<file path="src/rtl/pcm_pkg.sv">
package pcm_pkg;

    // One-cycle strobes marking bit-clock edges, plus the sync level seen at that edge
    typedef struct packed {
        logic rise;
        logic fall;
        logic fs;
    } bit_evt_t;

    // Counter width for a modulus, never less than one bit
    function automatic int cnt_w(input int modulus);
        return (modulus > 1) ? $clog2(modulus) : 1;
    endfunction

endpackage

</file>
<file path="src/rtl/pcm_clkgen.sv">
module pcm_clkgen
    import pcm_pkg::*;
#(
    parameter int HALF_DIV   = 6,
    parameter int FRAME_BITS = 256
) (
    input  logic     clk,
    input  logic     rst_n,
    input  logic     en,
    output logic     bclk,
    output logic     fsync,
    output bit_evt_t evt
);

    localparam int CW = cnt_w(HALF_DIV);
    localparam int BW = cnt_w(FRAME_BITS);
    localparam logic [CW-1:0] CNT_LAST = CW'(HALF_DIV - 1);
    localparam logic [BW-1:0] BIT_LAST = BW'(FRAME_BITS - 1);

    typedef struct packed {
        logic [CW-1:0] cnt;
        logic          bclk;
        logic [BW-1:0] bitn;
        logic          fs;
    } gen_t;

    localparam gen_t GEN_IDLE = '{cnt: '0, bclk: 1'b0, bitn: BIT_LAST, fs: 1'b0};

    gen_t          q, d;
    logic          half_done;
    logic [BW-1:0] bit_nx;

    always_comb begin
        d         = q;
        half_done = (q.cnt == CNT_LAST);
        bit_nx    = (q.bitn == BIT_LAST) ? '0 : q.bitn + BW'(1);
        if (!en) begin
            d = GEN_IDLE;
        end else begin
            d.cnt = half_done ? '0 : q.cnt + CW'(1);
            if (half_done) begin
                d.bclk = ~q.bclk;
                if (!q.bclk) begin
                    // rising edge: advance the slot number, sync marks slot zero
                    d.bitn = bit_nx;
                    d.fs   = (bit_nx == '0);
                end
            end
        end
    end

    always_ff @(posedge clk or negedge rst_n) begin
        if (!rst_n) begin
            q <= GEN_IDLE;
        end else begin
            q <= d;
        end
    end

    assign bclk     = q.bclk;
    assign fsync    = q.fs;
    assign evt.rise = en & half_done & ~q.bclk;
    assign evt.fall = en & half_done & q.bclk;
    assign evt.fs   = q.fs;

endmodule

</file>
<file path="src/rtl/pcm_slave_front.sv">
module pcm_slave_front
    import pcm_pkg::*;
#(
    parameter int STAGES = 2
) (
    input  logic     clk,
    input  logic     rst_n,
    input  logic     en,
    input  logic     bclk_in,
    input  logic     fs_in,
    input  logic     sd_in,
    output bit_evt_t evt,
    output logic     sd_bit
);

    localparam int LANES   = 3;
    localparam int L_BCLK  = 0;
    localparam int L_FS    = 1;
    localparam int L_SD    = 2;

    typedef struct packed {
        logic [LANES-1:0][STAGES-1:0] pipe;
        logic                         bclk_prev;
    } front_t;

    front_t           q, d;
    logic [LANES-1:0] raw;
    logic [LANES-1:0] synced;

    assign raw = {sd_in, fs_in, bclk_in};

    // every lane goes through the same depth, so all three stay aligned in time
    generate
        for (genvar g = 0; g < LANES; g++) begin : g_lane
            assign synced[g] = q.pipe[g][STAGES-1];
        end
    endgenerate

    always_comb begin
        d = q;
        if (!en) begin
            d = '0;
        end else begin
            for (int l = 0; l < LANES; l++) begin
                d.pipe[l] = (q.pipe[l] << 1) | STAGES'(raw[l]);
            end
            d.bclk_prev = synced[L_BCLK];
        end
    end

    always_ff @(posedge clk or negedge rst_n) begin
        if (!rst_n) begin
            q <= '0;
        end else begin
            q <= d;
        end
    end

    assign evt.rise = en & synced[L_BCLK] & ~q.bclk_prev;
    assign evt.fall = en & ~synced[L_BCLK] & q.bclk_prev;
    assign evt.fs   = synced[L_FS];
    assign sd_bit   = synced[L_SD];

endmodule

</file>
<file path="src/rtl/pcm_frame.sv">
module pcm_frame
    import pcm_pkg::*;
#(
    parameter int WORD_W = 14
) (
    input  logic              clk,
    input  logic              rst_n,
    input  bit_evt_t          evt,
    input  logic              sd_bit,
    input  logic              loop_en,
    input  logic [WORD_W-1:0] adc_word,
    output logic              sdout,
    output logic [WORD_W-1:0] dac_word,
    output logic              dac_valid
);

    localparam int LW = $clog2(WORD_W + 1);
    localparam logic [LW-1:0] LEFT_FULL = LW'(WORD_W);
    localparam logic [LW-1:0] LEFT_ONE  = LW'(1);

    typedef struct packed {
        logic              fs_prev;
        logic [WORD_W-1:0] tx_sh;
        logic [LW-1:0]     tx_left;
        logic              sdout;
        logic [WORD_W-1:0] rx_sh;
        logic [LW-1:0]     rx_left;
        logic [WORD_W-1:0] rx_word;
        logic              rx_valid;
    } frm_t;

    frm_t              q, d;
    logic              frame_start;
    logic [WORD_W-1:0] rx_next;

    always_comb begin
        d           = q;
        d.rx_valid  = 1'b0;
        frame_start = evt.fall & evt.fs & ~q.fs_prev;
        rx_next     = {q.rx_sh[WORD_W-2:0], sd_bit};

        if (evt.fall) begin
            d.fs_prev = evt.fs;
            if (frame_start) begin
                d.tx_sh   = loop_en ? q.rx_word : adc_word;
                d.tx_left = LEFT_FULL;
                d.rx_left = LEFT_FULL;
            end else if (q.rx_left != '0) begin
                d.rx_sh   = rx_next;
                d.rx_left = q.rx_left - LEFT_ONE;
                if (q.rx_left == LEFT_ONE) begin
                    d.rx_word  = rx_next;
                    d.rx_valid = 1'b1;
                end
            end
        end

        if (evt.rise) begin
            if (q.tx_left != '0) begin
                d.sdout   = q.tx_sh[WORD_W-1];
                d.tx_sh   = q.tx_sh << 1;
                d.tx_left = q.tx_left - LEFT_ONE;
            end else begin
                d.sdout = 1'b0;
            end
        end
    end

    always_ff @(posedge clk or negedge rst_n) begin
        if (!rst_n) begin
            q <= '0;
        end else begin
            q <= d;
        end
    end

    assign sdout     = q.sdout;
    assign dac_word  = q.rx_word;
    assign dac_valid = q.rx_valid;

endmodule

</file>
<file path="src/rtl/pcm_serial_port.sv">
module pcm_serial_port
    import pcm_pkg::*;
#(
    parameter int HALF_DIV    = 6,
    parameter int FRAME_BITS  = 256,
    parameter int WORD_W      = 14,
    parameter int SYNC_STAGES = 2
) (
    input  logic              clk,
    input  logic              rst_n,
    input  logic              slave_sel,
    input  logic              loop_en,
    input  logic              bclk_i,
    input  logic              fsync_i,
    input  logic              sdin,
    input  logic [WORD_W-1:0] adc_word,
    output logic              bclk_o,
    output logic              fsync_o,
    output logic              sdout,
    output logic [WORD_W-1:0] dac_word,
    output logic              dac_valid
);

    bit_evt_t evt_m, evt_s, evt;
    logic     bclk_m, fsync_m;
    logic     sd_slave, sd_bit;

    pcm_clkgen #(
        .HALF_DIV   (HALF_DIV),
        .FRAME_BITS (FRAME_BITS)
    ) u_clkgen (
        .clk   (clk),
        .rst_n (rst_n),
        .en    (~slave_sel),
        .bclk  (bclk_m),
        .fsync (fsync_m),
        .evt   (evt_m)
    );

    pcm_slave_front #(
        .STAGES (SYNC_STAGES)
    ) u_front (
        .clk     (clk),
        .rst_n   (rst_n),
        .en      (slave_sel),
        .bclk_in (bclk_i),
        .fs_in   (fsync_i),
        .sd_in   (sdin),
        .evt     (evt_s),
        .sd_bit  (sd_slave)
    );

    assign evt    = slave_sel ? evt_s : evt_m;
    assign sd_bit = slave_sel ? sd_slave : sdin;

    pcm_frame #(
        .WORD_W (WORD_W)
    ) u_frame (
        .clk       (clk),
        .rst_n     (rst_n),
        .evt       (evt),
        .sd_bit    (sd_bit),
        .loop_en   (loop_en),
        .adc_word  (adc_word),
        .sdout     (sdout),
        .dac_word  (dac_word),
        .dac_valid (dac_valid)
    );

    assign bclk_o  = bclk_m & ~slave_sel;
    assign fsync_o = fsync_m & ~slave_sel;

endmodule

</file>
<file path="config.mk">
export PLATFORM = sky130hd
export DESIGN_NAME = pcm_serial_port
export DESIGN_NICKNAME = d
export VERILOG_FILES = /design/src/rtl/pcm_pkg.sv /design/src/rtl/pcm_clkgen.sv /design/src/rtl/pcm_slave_front.sv /design/src/rtl/pcm_frame.sv /design/src/rtl/pcm_serial_port.sv
export SDC_FILE = /design/constraint.sdc
export NUM_CORES = 1
export LEC_CHECK = 0
export BUFFER_PORTS_ARGS = -buffer_cell sky130_fd_sc_hd__buf_2
export CAP_MARGIN = 10
export CORE_ASPECT_RATIO = 2
export CORE_MARGIN = 3
export CORE_UTILIZATION = 58
export DETAILED_ROUTE_END_ITERATION = 8
export PLACE_DENSITY_LB_ADDON = 0.25
export RECOVER_POWER = 25
export SETUP_SLACK_MARGIN = 0.5
export SYNTH_ARGS = -nofsm -noshare
export SYNTH_HDL_FRONTEND = slang
export SYNTH_SLANG_ARGS = --single-unit
</file>
<file path="constraint.sdc">
create_clock -name clk -period 2.75 [get_ports clk]
set_input_delay 0.275 -clock clk [delete_from_list [all_inputs] [get_ports clk]]
set_output_delay 0.275 -clock clk [all_outputs]
set_load 0.05 [all_outputs]
</file>
# Yosys cells after proc, flatten, opt, wreduce, memory -nomap -nowiden
# Cells that the tools add are included.
[word_totals]
reg_bits = 72
out_inout_bits = 18
[op_classes]
n_addsub = 4
eq_ne = 4
mux = 19
bitwise = 20
n_reduce_logical = 9
[ops]
columns = ["operator", "n"]
rows = [
  ["2-to-1 mux 18 bit", 3],
  ["2-to-1 mux 19 bit", 2],
  ["2-to-1 mux 15 bit", 1],
  ["2-to-1 mux 14 bit", 1],
  ["2-to-1 mux 13 bit", 1],
  ["bitwise AND 1 bit", 11],
  ["2-to-1 mux 10 bit", 1],
  ["2-to-1 mux 9 bit", 1],
  ["adder 8 x 1 -> 8 bit (second input constant)", 1],
  ["equality test 8 bit (second input constant)", 1],
  ["zero test 8 bit", 1],
  ["2-to-1 mux 8 bit", 1],
  ["nonzero test 4 bit", 2],
  ["subtractor 4 x 1 -> 4 bit (second input constant)", 2],
  ["2-to-1 mux 7 bit", 1],
  ["2-to-1 mux 3 bit", 2],
  ["inverter 1 bit", 6],
  ["OR 2 x 1 -> 2 bit", 3],
  ["equality test 4 x 1 -> 1 bit (second input constant)", 1],
  ["2-to-1 mux 1 bit", 4],
  ["2-to-1 mux 4 bit", 1],
  ["AND reduction 2 bit", 2],
  ["AND reduction 4 bit", 1],
  ["nonzero test 2 bit", 2],
  ["other kinds (4)", 4],
]

# Longest topological paths before layout
[logic_depth]
ltp_word = 10
mapped_depth = 7

# Cells and area by module
# Synthesis repeated with hierarchy kept, for this count alone.
[unflattened]
hier_cells = 302
area_unflattened_um2 = 3673.5
[modules_own_cells]
columns = ["module", "n_inst", "cells_each", "area_each_um2", "seq_area_each_um2"]
rows = [
  ["pcm_frame", 1, 190, 2507.4, 1301.2],
  ["pcm_clkgen", 1, 87, 820.8, 335.3],
  ["pcm_slave_front", 1, 17, 252.7, 175.2],
  ["pcm_serial_port", 1, 8, 92.6, 0.0],
]

# Worst setup path after synthesis
# No wires, ideal clock.
[synth_path]
path_kind = "register -> register"
startpoint = "reg u_clkgen.q[1] (netlist name)"
endpoint = "reg u_clkgen.q, in the netlist u_clkgen.fsync"
setup_time_ps = 83
t_arrival_ps = 1899
t_required_ps = 2667
slack_ps = 769
path_stages_with_launch = 7
path_buffers = 1
cell_sequence = "dfstp_2 -> ha_1 -> and4_1 -> buf_2 -> a21oi_1 -> or4b_2 -> o21ai_0"
[synth_between]
elab_chain_cells = 6
elab_cells_between_ends = 7
[synth_lines]
columns = ["item", "line", "rtl"]
rows = [
  ["start, declared", "pcm_clkgen.sv:29", "gen_t q, d;"],
  ["start signal, assigned", "pcm_clkgen.sv:54", "q <= GEN_IDLE;"],
  ["start signal, assigned", "pcm_clkgen.sv:56", "q <= d;"],
  ["adder 8 x 1 -> 8 bit / equality test 8 bit (equally long branches)", "pcm_clkgen.sv:36", "bit_nx = (q.bitn == BIT_LAST) ? '0 : q.bitn + BW'(1);"],
  ["2-to-1 mux 8 bit (*)", "pcm_clkgen.sv:36", ""],
  ["zero test 8 bit (*)", "pcm_clkgen.sv:46", "d.fs = (bit_nx == '0);"],
  ["2-to-1 mux 9 bit (*)", "pcm_clkgen.sv:43", "if (!q.bclk) begin"],
  ["2-to-1 mux 10 bit (*)", "pcm_clkgen.sv:41", "if (half_done) begin"],
  ["2-to-1 mux 13 bit (*)", "pcm_clkgen.sv:37", "if (!en) begin"],
]
# Mark *: on every way between the ends. The rest lies on a longest branch, timed or not. The select of a mux whose other input is x is not followed.
# A chain may end at the register's enable or synchronous reset.

==> results by group <==
Outcome
  – Outcome: finished with violations
  – Violations in the final reports: max-capacitance violations, max-slew violations

Setup path
  – Worst R2R Start: u_clkgen.q[11]
  – CP endpoint kind: register
  – Critical path origin: slave_sel
  – Nature of the critical path startpoint: primary input
  – Setup Crit Path Kind: in -> reg
  – Largest fanout on the critical path: 35
  – Crit path arrival time: 2.33 ns
  – CP required: between 2 and 3 ns
  – Buf/Inv on CP: 3
  – CP Cell Sequence: buf_2 -> clkbuf_1 -> nand3b_1 -> o21a_1 -> a21oi_2 -> buf_4 -> nor2_1 -> mux2_2
  – Max stage delay cell, worst path: clkbuf_1
  – Cell family with most CP delay: buffers and inverters
  – Worst path max stage delay: 0.78 ns

Final layout
  – Area growth syn-to-layout: 13.75%
  – Post-Layout Cell Count: between 400 and 500
  – Fillers: between 400 and 500
  – Layout cells sized above 1: 0.3003
  – Final core occ: 0.6882
  – Layout Nets: 372
  – N_diodes: 0

Drt
  – Routed WL per cell: around 16 µm
  – DRC violations left: 0
  – Vias per Instance: roughly 5.8
  – Final wirelength: roughly 6.8 mm
  – Post-route ant nets: 0
  – Vias: around 2.4k
  – DRT Pass-1 Iters: 4
  – DRT iter0 DRCs: 126

Timing
  – Tcrit/Tclk final: 0.7677
  – Final Hold Vio Count: 0
  – Hold WS: about 0.16 ns
  – Layout Skew: about 0.0044 ns
  – Slew Viols, Final: 44
  – Final setup vio count: 0
  – Clock period minus worst slack: around 2.1 ns
  – Worst-margin pin slew: 2.250 ns
  – Slew Limit Headroom: -0.5001
  – Fmax: around 0.47 GHz
  – TNS Setup: 0 ns
  – RSZ-0062 raised after global routing: no

Clock tree
  – Postcts setup bufs: 0
  – CTS Buffer Depth: 2
  – CTS tree: built
  – Clk_lat worst skew: approximately 0.33 ns
  – Clock sinks: 72
  – Reg clk slew, reported paths: 0.05 ns
  – CTS root buffer: clkbuf_16
  – CTS Buf Count: 9
  – H-tree Lvls: 3

GRT
  – Initial antenna violation count: 0
  – Vias in the first global route: between 2k and 2.5k
  – GRT Util Overall: 0.2212
  – Pin count of the biggest net entering global routing: 44
  – GRT overflow: 0
  – First-pass GRT wire length: roughly 11 mm

Yosys
  – Synthesis-stage register bit count: 72
  – Synth Warn #: 0
  – EDFF count, synth: 0
  – Cells after synthesis: 320
  – Synth Net Count: 344
  – Synth async-reset ratio: 1.000
  – Netlist cell types: between 40 and 50
  – Mapped Area: roughly 3500 µm²
  – Syn Area/Cell: between 10 and 15 µm²
  – Most used flip-flop cell after synthesis: dfrtp_1
  – Sequential-to-total area share from yosys stat: 0.5157

Die
  – Row count: 39
  – IO Count: 39
  – Die width: between 60 and 70 µm
  – Die area: slightly above 7000 µm²
  – Core area: 5807 µm²
  – Die Ht: ~120 µm
  – Initial Util: 0.6050

Worst hold path
  – Worst hold path class: in -> reg
  – Hold Crit Start: bclk_i

Power
  – Lkg Pwr: approximately 1.9 nW
  – Pwr/cell area: a little over 700 nW/µm²
  – Peak supply drop: between 800 and 900 µV

Place
  – Routability cong.: between 0.7 and 0.8
  – Port buffer count: 38
  – Post-DP HPWL: 4.706 mm
  – Placed Cells: just under 400

Run
  – MaxCap Viol Count: 1
logic make-up (layout without fill, tap and decap cells):
group                    after synthesis  in the layout  share of synthesized area
AND/OR/NAND/NOR                      103            103                     0.1517
flip-flops                            72             72                     0.5157
AO/OA/AOI/OAI                         61             61                     0.1072
multiplexers                          46             46                     0.1499
buffers and inverters                 33             66                    0.05983
adder cells (fa/ha/maj)                3              3                    0.01068
XOR/XNOR                               2              2                   0.004987
power breakdown:
group	internal [mW]	leakage [nW]	switching (mW)
Clock	0.933	0.172	0.420
Sequential	1.16	0.941	0.0870
Combinational	0.128	0.806	0.157
Total	2.22	1.92	0.665
synthesized netlist by cell type, types with 2 or more instances:
| cell | number | area (µm²) |
|---|---|---|
| dfrtp_1 | 64 | 1602 |
| nand2_1 | 40 | 150.1 |
| o21ai_0 | 31 | 155.2 |
| mux2_2 | 21 | 236.5 |
| nor2_1 | 20 | 75.07 |
| mux2i_1 | 17 | 170.2 |
| buf_4 | 15 | 112.6 |
| a21oi_1 | 10 | 50.05 |
| dfstp_2 | 8 | 210.2 |
| mux2_4 | 8 | 120.1 |
| and2_1 | 7 | 43.79 |
| clkbuf_1 | 7 | 26.28 |
| nor3_1 | 6 | 30.03 |
| buf_2 | 5 | 25.02 |
| nand2b_1 | 5 | 31.28 |
| inv_1 | 4 | 15.01 |
| nand3b_1 | 4 | 30.03 |
| nor4_1 | 4 | 25.02 |
| ha_1 | 3 | 37.54 |
| nand3_1 | 3 | 15.01 |
| nor2b_1 | 3 | 18.77 |
| a211o_1 | 2 | 17.52 |
| a31oi_1 | 2 | 12.51 |
| and3_1 | 2 | 12.51 |
| nor3_4 | 2 | 32.53 |
| o22a_1 | 2 | 17.52 |
| o31ai_1 | 2 | 15.01 |
| xor2_1 | 2 | 17.52 |
state kept, by name (all words and copies together) (netlist names):
register and cells:
u_frame.q 36, u_frame.dac_word 14, u_clkgen.q 11, u_front.q 5, u_clkgen.bclk 1, u_clkgen.fsync 1, u_frame.dac_valid 1, u_frame.sdout 1
u_front.evt 1, u_front.sd_bit 1
routing by layer:
| metal | track usage | wire, µm | up-vias |
|---|---|---|---|
| met3 | 0.07023 | 321 | 12 |
| met1 | 0.2386 | 2572 | 1166 |
| li1 | - | - | 1171 |
| met4 | 0.08828 | 147 | 0 |
| met5 | 0 | 0 | - |
| met2 | 0.3847 | 3760 | 61 |
placed cells by master, fill, tap and decap left out, drive strengths merged, types with 2 or more instances in the layout:
cell and count:
a211o 2, a21o 2, a21oi 11, a31oi 2
and2 7, and3 2, buf 44, bufinv 3
clkbuf 13, dfrtp 64, dfstp 8, ha 3
inv 4, mux2 29, mux2i 17, nand2 40
nand2b 5, nand3 3, nand3b 4, nand4b 2
nor2 20, nor2b 3, nor3 8, nor4 4
o21ai 31, o22a 2, o31ai 2, xor2 2
through the flow:
| stage | setup slack [ns] | cell area [µm²] | total power, mW |
|---|---|---|---|
| 6_report | 0.6388 | 3996 | 2.883 |
| 5_1_grt | 0.3589 | 3996 | 3.006 |
| 4_1_cts | 0.6247 | 4000 | 2.911 |
| 3_5_place_dp | 0.6321 | 3645 | 1.549 |
| 3_3_place_gp | 0.7135 | 3645 | 1.533 |
| 2_1_floorplan | 0.7687 | 3513 | 1.455 |
path summary, 6_finish.rpt:
check / cells after the start / slack, ns / to
min in group asynchronous: 1 / 0.61 / u_frame.q[49]
max in group asynchronous: 1 / 0.86 / u_front.sd_bit
max reg2reg: 4 / 0.64 / u_frame.q[21]
min: 2 / 0.16 / u_front.q[1]
min reg2reg: 1 / 0.46 / u_front.q[2]
max: 8 / 0.64 / u_frame.q[34]
worst register-to-register path, stage by stage (launching register included):
cell and delay [ns]:
dfrtp_1 0.41, nand4b_2 0.26, mux2_4 0.35, nor3_4 0.55, mux2_2 0.41
area by class of cell:
cell class	count	area, µm²	share of cell area
Sequential cell	72	1812	0.4534
Multi-Input combinational cell	215	1493	0.3735
Clock buffer	11	252.7	0.06324
Timing Repair Buffer	46	245.2	0.06137
Clock inverter	5	102.6	0.02567
Tap cell	61	76.32	0.01910
Inverter	4	15.01	0.003757
timing repair:
item / in CTS / in global routing
gates resized for setup: 0 / 1
hold buffers: 0 / 0
endpoints found under the setup margin: 0 / 1
Note: power is estimated with default switching activity, not from simulation.
